**config.mk**
```make
export PLATFORM = sky130hd
export DESIGN_NAME = reload_pwm_timer
export DESIGN_NICKNAME = d
export VERILOG_FILES = /design/src/rtl/reload_pwm_pkg.sv /design/src/rtl/reload_pwm_ctrl.sv /design/src/rtl/reload_pwm_dp.sv /design/src/rtl/reload_pwm_timer.sv
export SDC_FILE = /design/constraint.sdc
export NUM_CORES = 1
export LEC_CHECK = 0
export ABC_CLOCK_PERIOD_IN_PS = 5100
export CORE_ASPECT_RATIO = 1.2
export CORE_UTILIZATION = 30
export DETAILED_ROUTE_END_ITERATION = 12
export PLACE_DENSITY = 0.51
export SKIP_CTS_REPAIR_TIMING = 1
export SLEW_MARGIN = 20
export SYNTH_ARGS = -nofsm -noshare
export SYNTH_HDL_FRONTEND = slang
export SYNTH_SLANG_ARGS = --single-unit
```
**constraint.sdc**
```tcl
create_clock -name clk -period 5.1 [get_ports clk]
set_clock_uncertainty 0.2 [all_clocks]
set_input_delay 0.765 -clock clk [delete_from_list [all_inputs] [get_ports clk]]
set_output_delay 0.765 -clock clk [all_outputs]
set_load 0.1 [all_outputs]
```
**src/rtl/reload_pwm_pkg.sv**
```systemverilog
package reload_pwm_pkg;

  // strobes from control to datapath
  typedef struct packed {
    logic loadWr;
    logic matchWr;
    logic countWr;
    logic startPulse;
    logic tick;
    logic cmpEn;
  } dpCmd_t;

  // control word layout, LSB first: run, invert, cmpEn, preEn, ratio[2:0]
  typedef struct packed {
    logic [2:0] ratio;
    logic       preEn;
    logic       cmpEn;
    logic       invert;
    logic       run;
  } ctrlWord_t;

  localparam int CTRL_W = $bits(ctrlWord_t);
  localparam int RATIO_W = 3;

endpackage

```
**src/rtl/reload_pwm_ctrl.sv**
```systemverilog
module reload_pwm_ctrl
  import reload_pwm_pkg::*;
(
  input  logic      clk,
  input  logic      rstN,
  input  logic      wrLoad,
  input  logic      wrMatch,
  input  logic      wrCount,
  input  logic      wrCtrl,
  input  ctrlWord_t ctrlIn,
  output dpCmd_t    cmd,
  output logic      running,
  output logic      inverted
);

  localparam int DIV_W = 1 << RATIO_W;

  logic               runQ;
  logic               invQ;
  logic               cmpEnQ;
  logic               preEnQ;
  logic [RATIO_W-1:0] ratioQ;
  logic [DIV_W-1:0]   preCnt;
  logic [DIV_W-1:0]   divMask;
  logic               startReq;
  logic               stopReq;
  logic               preHit;
  logic               tick;

  assign startReq = wrCtrl && ctrlIn.run && !runQ;
  assign stopReq  = wrCtrl && !ctrlIn.run && runQ;

  // divide by 2^(ratio+1): terminal count is (2 << ratio) - 1
  assign divMask = (DIV_W'(2) << ratioQ) - DIV_W'(1);
  assign preHit  = !preEnQ || (preCnt >= divMask);
  assign tick    = runQ && !stopReq && preHit;

  always_ff @(posedge clk) begin
    if (!rstN) begin
      runQ   <= 1'b0;
      invQ   <= 1'b0;
      cmpEnQ <= 1'b0;
      preEnQ <= 1'b0;
      ratioQ <= '0;
    end else if (wrCtrl) begin
      runQ   <= ctrlIn.run;
      if (!runQ) invQ <= ctrlIn.invert;   // polarity locked while running
      cmpEnQ <= ctrlIn.cmpEn;
      preEnQ <= ctrlIn.preEn;
      ratioQ <= ctrlIn.ratio;
    end
  end

  always_ff @(posedge clk) begin
    if (!rstN) begin
      preCnt <= '0;
    end else if (startReq || !runQ || tick) begin
      preCnt <= '0;
    end else begin
      preCnt <= preCnt + DIV_W'(1);
    end
  end

  always_comb begin
    cmd.loadWr     = wrLoad;
    cmd.matchWr    = wrMatch;
    cmd.countWr    = wrCount;
    cmd.startPulse = startReq;
    cmd.tick       = tick;
    cmd.cmpEn      = cmpEnQ;
  end

  assign running  = runQ;
  assign inverted = invQ;

endmodule

```
**src/rtl/reload_pwm_dp.sv**
```systemverilog
module reload_pwm_dp
  import reload_pwm_pkg::*;
#(
  parameter int CNT_W = 32
) (
  input  logic             clk,
  input  logic             rstN,
  input  dpCmd_t           cmd,
  input  logic [CNT_W-1:0] wrData,
  output logic [CNT_W-1:0] countQ,
  output logic [CNT_W-1:0] loadQ,
  output logic             rawActive
);

  localparam logic [CNT_W-1:0] TOP_VAL   = '1;
  localparam logic [CNT_W-1:0] PRESET_VAL = TOP_VAL - CNT_W'(1);

  logic [CNT_W-1:0] matchQ;
  logic             atTop;
  logic             atMatch;

  assign atTop   = (countQ == TOP_VAL);
  assign atMatch = (countQ == matchQ);

  always_ff @(posedge clk) begin
    if (!rstN) begin
      loadQ  <= '0;
      matchQ <= '0;
    end else begin
      if (cmd.loadWr)  loadQ  <= wrData;
      if (cmd.matchWr) matchQ <= wrData;
    end
  end

  always_ff @(posedge clk) begin
    if (!rstN) begin
      countQ <= '0;
    end else if (cmd.startPulse) begin
      countQ <= PRESET_VAL;
    end else if (cmd.countWr) begin
      countQ <= wrData;
    end else if (cmd.tick) begin
      countQ <= atTop ? loadQ : countQ + CNT_W'(1);
    end
  end

  always_ff @(posedge clk) begin
    if (!rstN) begin
      rawActive <= 1'b0;
    end else if (cmd.startPulse) begin
      rawActive <= 1'b0;
    end else if (!cmd.countWr && cmd.tick) begin
      if (atTop)                    rawActive <= 1'b1;
      else if (cmd.cmpEn && atMatch) rawActive <= 1'b0;
    end
  end

endmodule

```
**src/rtl/reload_pwm_timer.sv**
```systemverilog
module reload_pwm_timer
  import reload_pwm_pkg::*;
#(
  parameter int CNT_W = 32
) (
  input  logic             clk,
  input  logic             rstN,
  input  logic             wrLoad,
  input  logic             wrMatch,
  input  logic             wrCount,
  input  logic             wrCtrl,
  input  logic [CNT_W-1:0] wrData,
  output logic [CNT_W-1:0] countVal,
  output logic             running,
  output logic             inverted,
  output logic             pwmOut
);

  dpCmd_t           dpCmd;
  ctrlWord_t        ctrlIn;
  logic [CNT_W-1:0] loadQ;
  logic             rawActive;

  assign ctrlIn = ctrlWord_t'(wrData[CTRL_W-1:0]);

  reload_pwm_ctrl u_ctrl (
    .clk      (clk),
    .rstN     (rstN),
    .wrLoad   (wrLoad),
    .wrMatch  (wrMatch),
    .wrCount  (wrCount),
    .wrCtrl   (wrCtrl),
    .ctrlIn   (ctrlIn),
    .cmd      (dpCmd),
    .running  (running),
    .inverted (inverted)
  );

  reload_pwm_dp #(.CNT_W(CNT_W)) u_dp (
    .clk       (clk),
    .rstN      (rstN),
    .cmd       (dpCmd),
    .wrData    (wrData),
    .countQ    (countVal),
    .loadQ     (loadQ),
    .rawActive (rawActive)
  );

  // stopped: rest at the inactive level of the selected polarity
  assign pwmOut = running ? (rawActive ^ inverted) : inverted;

endmodule

```
## Word-level counts from Yosys, hierarchy flattened

Index checks and enable logic that the tools add are counted.

| cells by class | value |
|---|---|
| $add $sub $neg | 3 |
| $lt $le $gt $ge | 1 |
| equality and inequality tests | 2 |
| shift operators | 1 |
| muxes and demuxes | 7 |
| bitwise gates (word level) | 3 |
| reductions and logical operators | 23 |

Operator list:

| operator | count |
|---|---|
| $mux 32 | 4 |
| $add 32x1->32 const B | 1 |
| $eq 32x32->1 | 1 |
| $eq 32x32->1 const B | 1 |
| $add 8x1->8 const B | 1 |
| $ge 8x8->1 | 1 |
| $logic_and 1x1->1 | 8 |
| $shl 2x3->8 const A | 1 |
| $sub 8x2->8 const B | 1 |
| $logic_not 1->1 | 5 |
| $reduce_and 2->1 | 2 |
| $reduce_bool 2->1 | 2 |
| $reduce_or 2->1 | 2 |
| $logic_or 1x1->1 | 3 |
| $mux 1 | 3 |
| $reduce_bool 3->1 | 1 |
| $not 1->1 | 2 |
| $xor 1x1->1 | 1 |

| word-level totals | value |
|---|---|
| flip-flop bits (word level) | 112 |
| input port bits | 38 |
| output and inout port bits | 35 |
| logic and storage cells | 51 |

## Depth between registers and ports, before layout

| logic depth | value |
|---|---|
| depth after elaboration | 9 |
| gate-level depth with buffers | 15 |
| depth with buffers taken out | 13 |

## Cells and area by module

A second synthesis with hierarchy kept.

| second synthesis, totals | value |
|---|---|
| cells, all modules | 748 |
| area, all modules | 6523.8 sq um |

By module, submodules not included:

| module | instances | cells an instance | area each (sq um) | seq. area each (sq um) |
|---|---|---|---|---|
| reload_pwm_dp | 1 | 644 | 5594.1 | 1941.9 |
| reload_pwm_ctrl | 1 | 102 | 917.1 | 300.3 |
| reload_pwm_timer | 1 | 2 | 12.5 | 0.0 |

## Least setup slack after synthesis

OpenSTA, ideal clock, no wires.

| timing path | value |
|---|---|
| path type | register to output |
| start point | register u_ctrl.runQ, in the netlist u_ctrl.running |
| end point | output pwmOut |
| arrival time | 2790 ps |
| required time | 4135 ps |
| slack | 1345 ps |
| stages on the path, launching flop included | 3 |
| buffers on the path | 0 |
| path through | dfxtp_1 nand2_1 xnor2_1 |

| between the ends | value |
|---|---|
| longest elaborated chain between the ends | 1 |

Ends and longest elaborated chain:

| what | RTL line | RTL |
|---|---|---|
| start, declared | reload_pwm_ctrl.sv:18 | `logic runQ;` |
| start signal, assigned | reload_pwm_ctrl.sv:46 | `runQ <= ctrlIn.run;` |
| $mux 1 | reload_pwm_timer.sv:50 | `assign pwmOut = running ? (rawActive ^ inverted) : inverted;` |
| end, declared | reload_pwm_timer.sv:16 | `output logic pwmOut` |

Every way passes these cells.

## Worst setup path after layout

| timing path | value |
|---|---|
| start point | register u_ctrl.ratioQ[2] |
| end point | register u_dp.countQ[12] |

| between the ends | value |
|---|---|
| longest elaborated chain between the ends | 6 |

Ends and longest elaborated chain:

| what | RTL line | RTL |
|---|---|---|
| start, declared | reload_pwm_ctrl.sv:22 | `logic [RATIO_W-1:0] ratioQ;` |
| start signal, assigned | reload_pwm_ctrl.sv:50 | `ratioQ <= ctrlIn.ratio;` |
| $shl 2x3->8 | reload_pwm_ctrl.sv:34 | `assign divMask = (DIV_W'(2) << ratioQ) - DIV_W'(1);` |
| $sub 8x2->8 | reload_pwm_ctrl.sv:34 |  |
| $ge 8x8->1 | reload_pwm_ctrl.sv:35 | `assign preHit = !preEnQ \|\| (preCnt >= divMask);` |
| $logic_or 1x1->1 | reload_pwm_ctrl.sv:35 |  |
| $logic_and 1x1->1 | reload_pwm_ctrl.sv:36 | `assign tick = runQ && !stopReq && preHit;` |
| $reduce_bool 3->1 (no source line) | - |  |
| end signal, assigned | reload_pwm_dp.sv:41 | `countQ <= wrData;` |
| end signal, assigned | reload_pwm_dp.sv:43 | `countQ <= atTop ? loadQ : countQ + CNT_W'(1);` |
| end, declared | reload_pwm_dp.sv:10 | `output logic [CNT_W-1:0] countQ,` |

Every way passes these cells.
A chain may end at the register's enable or synchronous reset.

==> impl_metrics.csv <==
group,metric,value,unit
outcome,outcome,"complete, no violations",
route,vias,5178,
die,die_h,159.0,microns
die,placeableCoreArea,20180,sq um
route,vias_per_cell,5.173,
global_route,number_of_antenna_violations_at_the_first_check_in_global_routing,0,
pwr,combinationalPowerShare,0.238,
sta,period_needed,3788,ps
route,route.detailed.drc,0,
cts,cts_buffer_depth,2,
hold_path,min-delay-path-class,"reg2reg",
yosys,synth_cell_types,61,
pwr,pwr_density_cell,326.2,nW/um^2
yosys,yosys_top_cell_area_share,0.3636,
route,detail_route.wirelength,18.90,mm
sta,unrepaired_setup_endpoints_after_global_routing,"false",
sta,max_slew_violation_total_from_the_final_report,0,
global_route,first_global_vias,5193,
place,placed_cells_incl_taps,985,
setup_path,critPathArrivalTime,3850,ps
sta,timing.setup.tns,0,ps
place,dp_hpwl,13.18,mm
yosys,synth_edf_count,0,
yosys,post_synth_inst_count,697,
final_layout,antenna_cells,0,
global_route,grt_overflow_total,0,
sta,tightestPinTransition,1128,ps
cts,cts_inserted_buffers,9,
global_route,grt_util_all_layers,0.1837,
yosys,synth_ff_type,"sky130_fd_sc_hd__dfxtp_1",
yosys,synth_top_area_cell,"sky130_fd_sc_hd__dfxtp_1",
setup_path,type_of_element_launching_the_critical_path,"flip-flop",
yosys,syn-cell-area,6166,sq um
sta,max-slew-margin-rel,0.2478,
yosys,syn_area_per_cell,8.846,sq um
yosys,async_reset_ff_frac,0,
sta,finalCritPeriodShare,0.7426,
setup_path,cp-end-kind,"flip-flop",
final_layout,final.fill_count,2073,
sta,final_critical_path_setup_slack,1312,ps
pwr,total_switching_power,0.8191,mW
job,drv.max_cap_violation_count,0,
cts,clk_pin_slew,80,ps
global_route,grt_max_degree,49,
cts,tritoncts,"done",
setup_path,setup.reg_to_reg.worst_slack,1310,ps
place,routabilityCongestion,0.8352,
final_layout,mostFrequentLayoutCells,"sky130_fd_sc_hd__dfxtp_1 (112), sky130_fd_sc_hd__mux2i_1 (75), sky130_fd_sc_hd__clkdlybuf4s50_1 (69)",
cts,clock_tree.root_cell,"sky130_fd_sc_hd__clkbuf_16",
yosys,synth.area.top_cells,"sky130_fd_sc_hd__dfxtp_1 (36%), sky130_fd_sc_hd__mux2i_1 (12%), sky130_fd_sc_hd__nor2b_1 (5.5%)",
pwr,leakagePower,2.835,nW
sta,report.final.hold_viol_count,0,
yosys,synth_seq_cells,112,
yosys,synth.net_count,745,
die,die_area,21130,sq um
pwr,share_seq_of_total_power,0.429,
final_layout,drive_gt1_frac,0.06250,
yosys,yosys_warnings,0,
final_layout,fin_area,7325,sq um
setup_path,worstSetupPathType,"reg2reg",
route,wire_per_inst,18.88,microns
pwr,switch_share,0.3428,
final_layout,final_cell_count_no_fill,1001,
yosys,synth_sequential_area_ratio,0.3636,
final_layout,final_common_cell,"sky130_fd_sc_hd__dfxtp_1",
place,dpl-instance-area,6993,sq um
route,detail_route.iter0.violations,290,
die,dieWidth,132.9,microns
pwr,p_int,1.570,mW
sta,report.final.setup_viol,0,
pwr,max_ir_drop_vdd,0.1928,mV
route,firstDrtPassIters,5,
cts,clkLatencyLatePin,370,ps
place,placement.setup.worst_slack,1314,ps
setup_path,cp_max_fo,14,
final_layout,fin_nets,779,
place,io_buffers,72,
die,num_io_pins,73,
die,row_count,57,
global_route,grt_first_pass_wirelength,29.90,mm
cts,max_h_tree_level,3,
final_layout,area_delta_synth_final,18.79,%
pwr,power_frac_clock,0.333,
die,start_util,0.3055,
setup_path,crit_required,5160,ps
route,ant_nets,0,
cts,numClockSinks,112,
sta,achievable-frequency,264.0,MHz
stage by stage:
stage | util | power (mW) | hold slack, ps
6_report | 0.3629 | 2.389 | 298.4
5_1_grt | 0.3629 | 2.494 | 314.8
4_1_cts | 0.3628 | 2.412 | 298.4
3_5_place_dp | 0.3465 | 1.616 | 284.7
3_3_place_gp | 0.3465 | 1.608 | 261.7
2_1_floorplan | - | 1.441 | 246.2
state kept, by name (all words and copies together) (netlist names):
signal           cells
u_dp.countQ         32
u_dp.loadQ          32
u_dp.matchQ         32
u_ctrl.preCnt        8
u_ctrl.ratioQ        3
u_ctrl.cmpEnQ        1
u_ctrl.inverted      1
u_ctrl.preEnQ        1
u_ctrl.running       1
u_dp.rawActive       1
logic make-up after synthesis:
| kind of cell | after synthesis | share of synthesized area |
|---|---|---|
| simple gates | 249 | 0.2228 |
| mux | 75 | 0.1218 |
| compound gates | 121 | 0.1339 |
| xor+xnor | 62 | 0.08807 |
| buf+inv | 68 | 0.04951 |
| flops | 112 | 0.3636 |
| fa+ha+maj | 10 | 0.02029 |
area by class of cell:
| type | count | area (sq um) | area share |
|---|---|---|---|
| Clock buffer | 10 | 239.0 | 0.03263 |
| Clock inverter | 6 | 90.09 | 0.01230 |
| Inverter | 14 | 52.55 | 0.007175 |
| Multi-Input combinational cell | 517 | 3623 | 0.4947 |
| Sequential cell | 112 | 2242 | 0.3061 |
| Tap cell | 265 | 331.6 | 0.04527 |
| Timing Repair Buffer | 77 | 745.7 | 0.1018 |
Yosys cell counts, types with 2 or more instances:
cell and count:
sky130_fd_sc_hd__nand3_1 20, sky130_fd_sc_hd__buf_2 17, sky130_fd_sc_hd__nand4_2 2, sky130_fd_sc_hd__a211oi_1 10
sky130_fd_sc_hd__inv_1 12, sky130_fd_sc_hd__o21ai_0 28, sky130_fd_sc_hd__clkbuf_1 24, sky130_fd_sc_hd__xor2_1 32
sky130_fd_sc_hd__a211o_1 5, sky130_fd_sc_hd__nand4_1 18, sky130_fd_sc_hd__o221ai_1 2, sky130_fd_sc_hd__xnor2_1 30
sky130_fd_sc_hd__or3_1 3, sky130_fd_sc_hd__nor2_1 48, sky130_fd_sc_hd__o22ai_1 3, sky130_fd_sc_hd__and4_1 3
sky130_fd_sc_hd__and3_1 8, sky130_fd_sc_hd__o211ai_1 13, sky130_fd_sc_hd__a21oi_1 17, sky130_fd_sc_hd__buf_4 4
sky130_fd_sc_hd__o31ai_1 2, sky130_fd_sc_hd__or2_2 3, sky130_fd_sc_hd__nand2_1 53, sky130_fd_sc_hd__a31oi_1 17
sky130_fd_sc_hd__nor3_1 12, sky130_fd_sc_hd__nor4_1 8, sky130_fd_sc_hd__nor2b_1 54, sky130_fd_sc_hd__nand2b_1 5
sky130_fd_sc_hd__ha_1 10, sky130_fd_sc_hd__o211a_1 3, sky130_fd_sc_hd__mux2i_1 75, sky130_fd_sc_hd__o21a_1 3
sky130_fd_sc_hd__buf_1 7, sky130_fd_sc_hd__o21ai_1 7, sky130_fd_sc_hd__dfxtp_1 112, sky130_fd_sc_hd__nand4_4 2
worst paths after layout:
path                    start         endpoint  depth (start not counted)
max          u_ctrl.ratioQ[2]  u_dp.countQ[12]                         12
min            u_dp.loadQ[13]   u_dp.loadQ[13]                          2
max reg2reg  u_ctrl.ratioQ[2]  u_dp.countQ[12]                         12
min reg2reg    u_dp.loadQ[13]   u_dp.loadQ[13]                          2
worst max-delay path, cell delays in order (launching register included):
cell	delay [ps]
sky130_fd_sc_hd__dfxtp_1	370
sky130_fd_sc_hd__or3_1	430
sky130_fd_sc_hd__ha_1	290
sky130_fd_sc_hd__nor3_1	170
sky130_fd_sc_hd__a21oi_1	60
sky130_fd_sc_hd__o21a_1	170
sky130_fd_sc_hd__ha_1	280
sky130_fd_sc_hd__and4_1	240
sky130_fd_sc_hd__a2111oi_4	120
sky130_fd_sc_hd__a211oi_2	770
sky130_fd_sc_hd__buf_4	360
sky130_fd_sc_hd__o21ai_1	90
sky130_fd_sc_hd__o211a_1	130
layer usage:
metal  GRT usage  part of all wire
met5           0                 0
met2      0.3058              0.48
met4     0.08203             0.034
met3     0.03279             0.038
met1      0.2300              0.45
power by group through the flow:
stage | registers [mW] | logic [mW] | clock network, mW
final | 1.03 | 0.569 | 0.795
after global routing | 1.04 | 0.606 | 0.853
after CTS | 1.03 | 0.573 | 0.813
after detailed placement | 1.04 | 0.571 | 0
after global placement | 1.04 | 0.565 | 0
after floorplan | 1.19 | 0.256 | 0
Power figures use the tool's default switching activity.
